--- config.mk ---
export PLATFORM = sky130hd
export DESIGN_NAME = alu_core
export DESIGN_NICKNAME = d
export VERILOG_FILES = /design/src/rtl/alu_pkg.sv /design/src/rtl/alu_ctrl.sv /design/src/rtl/alu_adder.sv /design/src/rtl/alu_datapath.sv /design/src/rtl/alu_core.sv
export SDC_FILE = /design/constraint.sdc
export NUM_CORES = 1
export LEC_CHECK = 0
export BUFFER_PORTS_ARGS = -buffer_cell sky130_fd_sc_hd__buf_2
export CELL_PAD_IN_SITES_DETAIL_PLACEMENT = 0
export CELL_PAD_IN_SITES_GLOBAL_PLACEMENT = 1
export CORE_MARGIN = 3
export CORE_UTILIZATION = 37
export DETAILED_ROUTE_END_ITERATION = 16
export PLACE_DENSITY_LB_ADDON = 0.3
export SYNTH_ARGS = -nofsm -noshare
export SYNTH_HDL_FRONTEND = slang
export SYNTH_SLANG_ARGS = --single-unit
export TNS_END_PERCENT = 20
--- constraint.sdc ---
create_clock -name vclk -period 28.8
set_clock_uncertainty 0.2 [all_clocks]
set_input_delay 1.44 -clock vclk [all_inputs]
set_output_delay 1.44 -clock vclk [all_outputs]
set_load 0.02 [all_outputs]
--- src/rtl/alu_pkg.sv ---
package alu_pkg;

  localparam int WIDTH = 32;
  localparam int SEL_W = 4;

  localparam logic [SEL_W-1:0] OP_AND = 4'b0000;
  localparam logic [SEL_W-1:0] OP_OR  = 4'b0001;
  localparam logic [SEL_W-1:0] OP_ADD = 4'b0010;
  localparam logic [SEL_W-1:0] OP_SUB = 4'b0110;
  localparam logic [SEL_W-1:0] OP_SLT = 4'b0111;

  typedef enum logic [2:0] {
    SRC_NONE = 3'd0,
    SRC_AND  = 3'd1,
    SRC_OR   = 3'd2,
    SRC_SUM  = 3'd3,
    SRC_LESS = 3'd4
  } resSrc_t;

  typedef struct packed {
    logic    invertB;
    logic    carryIn;
    logic    ovfEnable;
    resSrc_t resSrc;
  } aluStrobes_t;

endpackage

--- src/rtl/alu_ctrl.sv ---
module alu_ctrl
  import alu_pkg::*;
#(
  parameter int SelW = SEL_W
) (
  input  logic [SelW-1:0] opSel,
  output aluStrobes_t     strobes
);

  always_comb begin
    strobes = '{invertB: 1'b0, carryIn: 1'b0, ovfEnable: 1'b0, resSrc: SRC_NONE};
    unique case (opSel)
      OP_AND: strobes.resSrc = SRC_AND;
      OP_OR:  strobes.resSrc = SRC_OR;
      OP_ADD: begin
        strobes.resSrc    = SRC_SUM;
        strobes.ovfEnable = 1'b1;
      end
      OP_SUB: begin
        strobes.resSrc    = SRC_SUM;
        strobes.invertB   = 1'b1;
        strobes.carryIn   = 1'b1;
        strobes.ovfEnable = 1'b1;
      end
      OP_SLT: begin
        strobes.resSrc  = SRC_LESS;
        strobes.invertB = 1'b1;
        strobes.carryIn = 1'b1;
      end
      default: ;
    endcase
  end

endmodule

--- src/rtl/alu_adder.sv ---
module alu_adder #(
  parameter int Width = 32
) (
  input  logic [Width-1:0] addA,
  input  logic [Width-1:0] addB,
  input  logic             carryIn,
  output logic [Width-1:0] sum,
  output logic             carryTop,
  output logic             carryOut
);

  logic [Width:0] carry;

  assign carry[0] = carryIn;

  for (genvar i = 0; i < Width; i++) begin : g_bit
    assign sum[i]     = addA[i] ^ addB[i] ^ carry[i];
    assign carry[i+1] = (addA[i] & addB[i]) | ((addA[i] ^ addB[i]) & carry[i]);
  end

  assign carryTop = carry[Width-1];
  assign carryOut = carry[Width];

  always_comb begin
    AST_ADDER_SUM: assert ({carryOut, sum} ==
                           ({1'b0, addA} + {1'b0, addB} + {{Width{1'b0}}, carryIn}));
  end

endmodule

--- src/rtl/alu_datapath.sv ---
module alu_datapath
  import alu_pkg::*;
#(
  parameter int Width = WIDTH
) (
  input  logic [Width-1:0] opA,
  input  logic [Width-1:0] opB,
  input  aluStrobes_t      strobes,
  output logic [Width-1:0] result,
  output logic             zero,
  output logic             overflow
);

  localparam int Msb = Width - 1;

  logic [Width-1:0] bEff;
  logic [Width-1:0] sum;
  logic             carryTop;
  logic             carryOut;
  logic             rawOvf;
  logic             lessBit;

  assign bEff = strobes.invertB ? ~opB : opB;

  alu_adder #(.Width(Width)) adder_i (
    .addA     (opA),
    .addB     (bEff),
    .carryIn  (strobes.carryIn),
    .sum      (sum),
    .carryTop (carryTop),
    .carryOut (carryOut)
  );

  assign rawOvf   = carryTop ^ carryOut;
  assign lessBit  = sum[Msb] ^ rawOvf;
  assign overflow = strobes.ovfEnable & rawOvf;

  always_comb begin
    unique case (strobes.resSrc)
      SRC_AND:  result = opA & opB;
      SRC_OR:   result = opA | opB;
      SRC_SUM:  result = sum;
      SRC_LESS: result = {{(Width-1){1'b0}}, lessBit};
      default:  result = '0;
    endcase
  end

  assign zero = ~|result;

  always_comb begin
    AST_OVF_SIGNS: assert (overflow == (strobes.ovfEnable && (opA[Msb] == bEff[Msb]) &&
                                        (sum[Msb] != opA[Msb])));
    if (strobes.resSrc == SRC_LESS) begin
      AST_SLT_SIGNED: assert (result[0] == ($signed(opA) < $signed(opB)));
    end
    if (!strobes.ovfEnable) begin
      AST_NO_OVERFLOW: assert (!overflow);
    end
  end

endmodule

--- src/rtl/alu_core.sv ---
module alu_core
  import alu_pkg::*;
#(
  parameter int Width = WIDTH,
  parameter int SelW  = SEL_W
) (
  input  logic [Width-1:0] opA,
  input  logic [Width-1:0] opB,
  input  logic [SelW-1:0]  opSel,
  output logic [Width-1:0] result,
  output logic             zero,
  output logic             overflow
);

  aluStrobes_t strobes;

  alu_ctrl #(.SelW(SelW)) ctrl_i (
    .opSel   (opSel),
    .strobes (strobes)
  );

  alu_datapath #(.Width(Width)) datapath_i (
    .opA      (opA),
    .opB      (opB),
    .strobes  (strobes),
    .result   (result),
    .zero     (zero),
    .overflow (overflow)
  );

  always_comb begin
    if (!(opSel inside {OP_AND, OP_OR, OP_ADD, OP_SUB, OP_SLT})) begin
      AST_UNDEF_CODE: assert (result == '0 && zero && !overflow);
    end
  end

endmodule

## Word level (Yosys, flattened, before mapping)

Index checks and enable logic that the tools add are counted.

| storage, ports and cells | value |
|---|---|
| bits in registers | 0 |
| latch bits | 0 |
| memory bits (writable) | 0 |
| memory bits (read-only) | 0 |
| input port bits | 68 |
| output and inout bits | 34 |
| logic and storage cells | 184 |
| memories kept | 0 |

| cells by class | value |
|---|---|
| add/sub/neg operators | 0 |
| multipliers | 0 |
| divide/modulo/power cells | 0 |
| $lt $le $gt $ge | 0 |
| equal/unequal tests | 8 |
| shift operators | 0 |
| mux-type cells | 5 |
| bitwise operators | 166 |
| reduce and logical (&&, ||, !) cells | 5 |

Operators by type and width:

| cell | number |
|---|---|
| one-hot mux 32 bit (4 select lines) | 1 |
| XOR 1 bit | 66 |
| AND 1 bit | 65 |
| AND 32 bit | 1 |
| 2-to-1 mux 32 bit | 1 |
| NOT 32 bit | 1 |
| bitwise OR 1 bit | 32 |
| bitwise OR 32 bit | 1 |
| OR reduction 32 bit | 1 |
| one-hot mux 3 bit (4 select lines) | 1 |
| == test 4 x 3 -> 1 bit, second input constant | 2 |
| == test 3 x 2 -> 1 bit, second input constant | 2 |
| == test 4 x 1 -> 1 bit, second input constant | 1 |
| == test 4 x 2 -> 1 bit, second input constant | 1 |
| zero test 4 bit | 1 |
| OR reduction 2 bit | 2 |
| == test 3 x 1 -> 1 bit, second input constant | 1 |
| == test 3 bit, second input constant | 1 |
| 2-to-1 mux 2 bit | 1 |
| zero test 1 bit | 1 |
| 2-to-1 mux 1 bit | 1 |

## Longest topological paths before layout

| depth | value |
|---|---|
| depth in word-level cells | 74 |
| depth in mapped cells | 41 |

## Hierarchy

Synthesis repeated with hierarchy kept, for this count alone.

| second synthesis, totals | value |
|---|---|
| cells, all modules | 326 |
| area total of the unflattened synthesis | 2,331.0 µm² |

Modules (own cells, without submodules):

| module | instances | cells an instance | area each (µm²) |
|---|---|---|---|
| alu_datapath | 1 | 276 | 1,594.0 |
| alu_adder | 1 | 42 | 678.2 |
| alu_ctrl | 1 | 8 | 58.8 |

## Worst setup path after synthesis

OpenSTA, ideal clock, no wires.

| timing path | value |
|---|---|
| kind | in2out |
| start point | in opSel[1] |
| end point | out zero |
| arrival | 16.167 ns |
| data required time | 27.160 ns |
| setup slack | 10.993 ns |
| stages | 39 |
| buffers on the path | 1 |
| path through | nor2b_1 > nand2_1 > buf_1 > o21ai_0 > fa_1 > fa_1 > fa_1 > fa_1 > fa_1 > fa_1 > fa_1 > fa_1 > fa_1 > fa_1 > fa_1 > fa_1 > fa_1 > fa_1 > (+3 left out) > fa_1 > fa_1 > fa_1 > fa_1 > fa_1 > fa_1 > fa_1 > fa_1 > fa_1 > fa_1 > fa_1 > fa_1 > inv_1 > fa_1 > fa_1 > o21ai_0 > or4b_1 > nor3_2 |

| between the ends | value |
|---|---|
| elaborated cells on any way between the ends | 179 |

RTL lines:

| what | RTL line | RTL |
|---|---|---|
| from (decl) | alu_core.sv:9 | `input logic [SelW-1:0] opSel,` |
| == test 4 x 3 -> 1 bit | alu_ctrl.sv:12 | `unique case (opSel)` |
| OR reduction 2 bit (no source line) | - |  |
| 2-to-1 mux 2 bit | alu_ctrl.sv:12 |  |
| 2-to-1 mux 32 bit | alu_datapath.sv:23 | `assign bEff = strobes.invertB ? ~opB : opB;` |
| XOR 1 bit | alu_adder.sv:18 | `assign carry[i+1] = (addA[i] & addB[i]) \| ((addA[i] ^ addB[i]) & carry[i]);` |
| AND 1 bit | alu_adder.sv:18 |  |
| bitwise OR 1 bit | alu_adder.sv:18 |  |
| AND 1 bit | alu_adder.sv:18 |  |
| (+56 left out) | - |  |
| bitwise OR 1 bit | alu_adder.sv:18 |  |
| AND 1 bit | alu_adder.sv:18 |  |
| bitwise OR 1 bit | alu_adder.sv:18 |  |
| XOR 1 bit | alu_adder.sv:17 | `assign sum[i] = addA[i] ^ addB[i] ^ carry[i];` |
| one-hot mux 32 bit (4 select lines) * | alu_datapath.sv:39 | `unique case (strobes.resSrc)` |
| named net result[31] | alu_core.sv:10 | `output logic [Width-1:0] result,` |
| OR reduction 32 bit * | alu_datapath.sv:48 | `assign zero = ~\|result;` |
| zero test 1 bit * | alu_datapath.sv:48 |  |
| to (decl) | alu_core.sv:11 | `output logic zero,` |

Mark *: on every way through the listed nets, which the timed path passes. The rest lies on a longest branch.

## Worst setup path after layout

| timing path | value |
|---|---|
| start point | in opSel[1] |
| end point | out zero |

| between the ends | value |
|---|---|
| longest elaborated chain between the ends | 74 |
| elaborated cells on any way between the ends | 179 |

RTL lines:

| what | RTL line | RTL |
|---|---|---|
| == test 4 x 3 -> 1 bit | alu_ctrl.sv:12 |  |
| OR reduction 2 bit (no source line) | - |  |
| 2-to-1 mux 2 bit | alu_ctrl.sv:12 |  |
| 2-to-1 mux 32 bit | alu_datapath.sv:23 |  |
| XOR 1 bit | alu_adder.sv:17, alu_adder.sv:18 |  |
| AND 1 bit | alu_adder.sv:18 |  |
| bitwise OR 1 bit | alu_adder.sv:18 |  |
| AND 1 bit | alu_adder.sv:18 |  |
| (+58 left out) | - |  |
| bitwise OR 1 bit | alu_adder.sv:18 |  |
| AND 1 bit | alu_adder.sv:18 |  |
| bitwise OR 1 bit | alu_adder.sv:18 |  |
| XOR 1 bit | alu_datapath.sv:34 | `assign rawOvf = carryTop ^ carryOut;` |
| XOR 1 bit | alu_datapath.sv:35 | `assign lessBit = sum[Msb] ^ rawOvf;` |
| one-hot mux 32 bit (4 select lines) * | alu_datapath.sv:39 |  |
| OR reduction 32 bit * | alu_datapath.sv:48 |  |
| zero test 1 bit * | alu_datapath.sv:48 |  |

Every way passes the cells marked *; elsewhere a longest branch is shown, timed or not.

==> impl_metrics.py <==
metrics = {
    "global_route": {
        "grt_pass1_vias": 2189,
        "grt_usage": 0.209,
        "overflow": 0,
        "grt_max_degree": 65,
        "grt_antenna_before_repair": 0,
        "grt_pass1_wl_mm": 10.9,
    },
    "min_path": {
        "holdPathStages": 4,
        "worstHoldStart": "opA[31]",
        "hp-class": "input port to primary output",
        "whs_endpoint": "result[31]",
    },
    "timing": {
        "fin_hold_ws_ns": 3.22,
        "final_max_slew_viol_count": 0,
        "setup_viol": 0,
        "max_clock_freq_mhz": 54.9,
        "worst_pin_slew_ns": 0.614,
        "hold_viol_final": 0,
        "grt_setup_unrepaired": "no",
        "final.setup.tns_ns": 0,
        "fin_crit_sh": 0.633,
        "relSlewSlack": 0.591,
        "finalCriticalPeriod_ns": 18.22,
    },
    "die": {
        "die_y_um": 80.5,
        "die_area_mm2": 0.00648,
        "ioPinCount": 102,
        "placementRows": 26,
        "die_w_um": 80.5,
        "fp.coreArea_mm2": 0.00524,
        "start_util": 0.392,
    },
    "synth": {
        "synth_area_mm2": 0.00205,
        "ys_types": 38,
        "yosysWarnings": 0,
        "synthTopCellsByArea": "fa_1 (31%), xnor2_1 (13%), maj3_1 (8.8%)",
        "yosysTopAreaCellShare": 0.312,
        "synth_nets": 340,
        "synth_top_cell_by_area": "fa_1",
        "syn_inst": 238,
        "seq_area_frac_synth": 0,
        "avgSynthCellArea_um2": 8.63,
        "ys_top_cells_by_count": "fa_1 (32), xnor2_1 (31), o21ai_0 (22), a22o_1 (20), maj3_1 (18)",
        "yosysMostFrequentCell": "fa_1",
    },
    "outcome": {
        "status": "finished clean",
    },
    "final_layout": {
        "n_clock_buffer": 0,
        "multi_input_area_mm2": 0.00197,
        "finalNetCount": 432,
        "fillCellCount": 533,
        "syn_to_final_growth_pct": 27.8,
        "drive_above_1_share": 0.341,
        "finalNonFillerCells": 398,
        "nFlopsAndLatches": 0,
        "seqCellArea_um2": 0,
        "antenna_cells": 0,
    },
    "detailed_routing": {
        "routedWlPerCell_um": 17.0,
        "drc": 0,
        "routed_wl_mm": 6.75,
        "num_vias": 2232,
        "first_iter_violations": 175,
        "avgViaCountPerCell": 5.61,
        "drt-pass1-iter-count": 4,
        "ant_nets": 0,
    },
    "critical_path": {
        "cp-end-kind": "primary output",
        "cp_max_fo": 32,
        "critical-path-top-delay-family": "adder cells",
        "cp.arrival_ns": 16.58,
        "start_kind": "input port",
        "slowest_stage": "or4b_1",
        "critPathMaxStageDelay_ns": 0.55,
        "path_buf_inv": 4,
        "worstPathRequired_ns": 27.16,
        "cpMostUsedCell": "fa_1",
        "path_class": "input port to primary output",
    },
    "placement": {
        "gp_congestion": 0.825,
        "port_buffers": 102,
        "hpwlAfterDp_mm": 5.42,
        "dp_cells": 398,
    },
    "power_and_ir_drop": {
        "powerDensity_mw_per_mm2": 22.7,
        "irDropWorstVdd_mv": 0.0114,
        "leakagePower_nw": 1.19,
    },
    "clock_network": {
        "ctsHoldBuffers": 0,
        "post_cts_buffers": 0,
        "cts_resized": 0,
    },
    "job": {
        "drv_cap": 0,
    },
}
==> how the worst max path moves through the flow <==
stage / startpoint / endpoint / slack [ns] / cells after the start
finish: opSel[1] / zero / 10.58 / 41
floorplan: opSel[1] / zero / 10.99 / 39
global placement: opSel[1] / zero / 10.54 / 41
CTS: opSel[1] / zero / 10.45 / 41
global route: opSel[1] / zero / 9.86 / 41
detailed placement: opSel[1] / zero / 10.53 / 41
==> cells in the final DEF (no fill, tap or decap), types with 2 or more instances in the layout <==
cell type and instances:
o21ai_0 22, buf_4 4, a22oi_1 3, inv_1 7, buf_2 102, nand4_1 5, fa_1 32, nor3_2 2
nor2_1 6, a21o_1 10, a22o_1 20, nor3_1 3, nor4_1 7, maj3_1 18, xnor2_1 31, a2111oi_0 2
a21oi_1 11, a211oi_1 5, ha_1 2, nand2_1 17, maj3_2 3
==> kinds of logic (layout without fill, tap and decap cells) <==
| family | Yosys count | in the layout | share of synthesized area |
|---|---|---|---|
| compound gates | 80 | 80 | 0.268 |
| fa+ha+maj | 55 | 55 | 0.428 |
| xor+xnor | 32 | 32 | 0.137 |
| simple gates | 48 | 48 | 0.121 |
| buf+inv | 23 | 113 | 0.0457 |
==> area by class of cell <==
type / instances / area share
tap: 70 / 0.0334
multi-input combinational: 215 / 0.751
timing repair buffer: 106 / 0.206
inverter: 7 / 0.0100
==> stage by stage <==
step	utilization	setup WS [ns]	power [mW]	cell area, um2
6_report	0.501	10.58	0.0595	2620
5_1_grt	0.501	9.86	0.0661	2620
4_1_cts	0.501	10.45	0.0598	2620
3_5_place_dp	0.501	10.53	0.0594	2620
3_3_place_gp	0.501	10.54	0.0589	2620
2_1_floorplan	-	10.99	0.0378	2050
==> tightest hold or removal path, cell delays in order <==
cell	delay, ns
buf_2	0.12
fa_1	0.16
o21ai_0	0.09
buf_2	0.17
==> layer usage <==
layer  vias to the layer above  share of wire  global-route usage
li1                       1066              -                   -
met1                      1089           0.45               0.303
met2                        71           0.48               0.346
met3                         6          0.062              0.0179
met4                         0          0.011              0.0236
met5                         -              0                   0
==> report_power, final <==
group          switching (mW)  internal [mW]
Sequential                  0              0
Combinational          0.0336         0.0258
Clock                       0              0
Total                  0.0336         0.0258
Note: power is estimated with default switching activity, not from simulation.
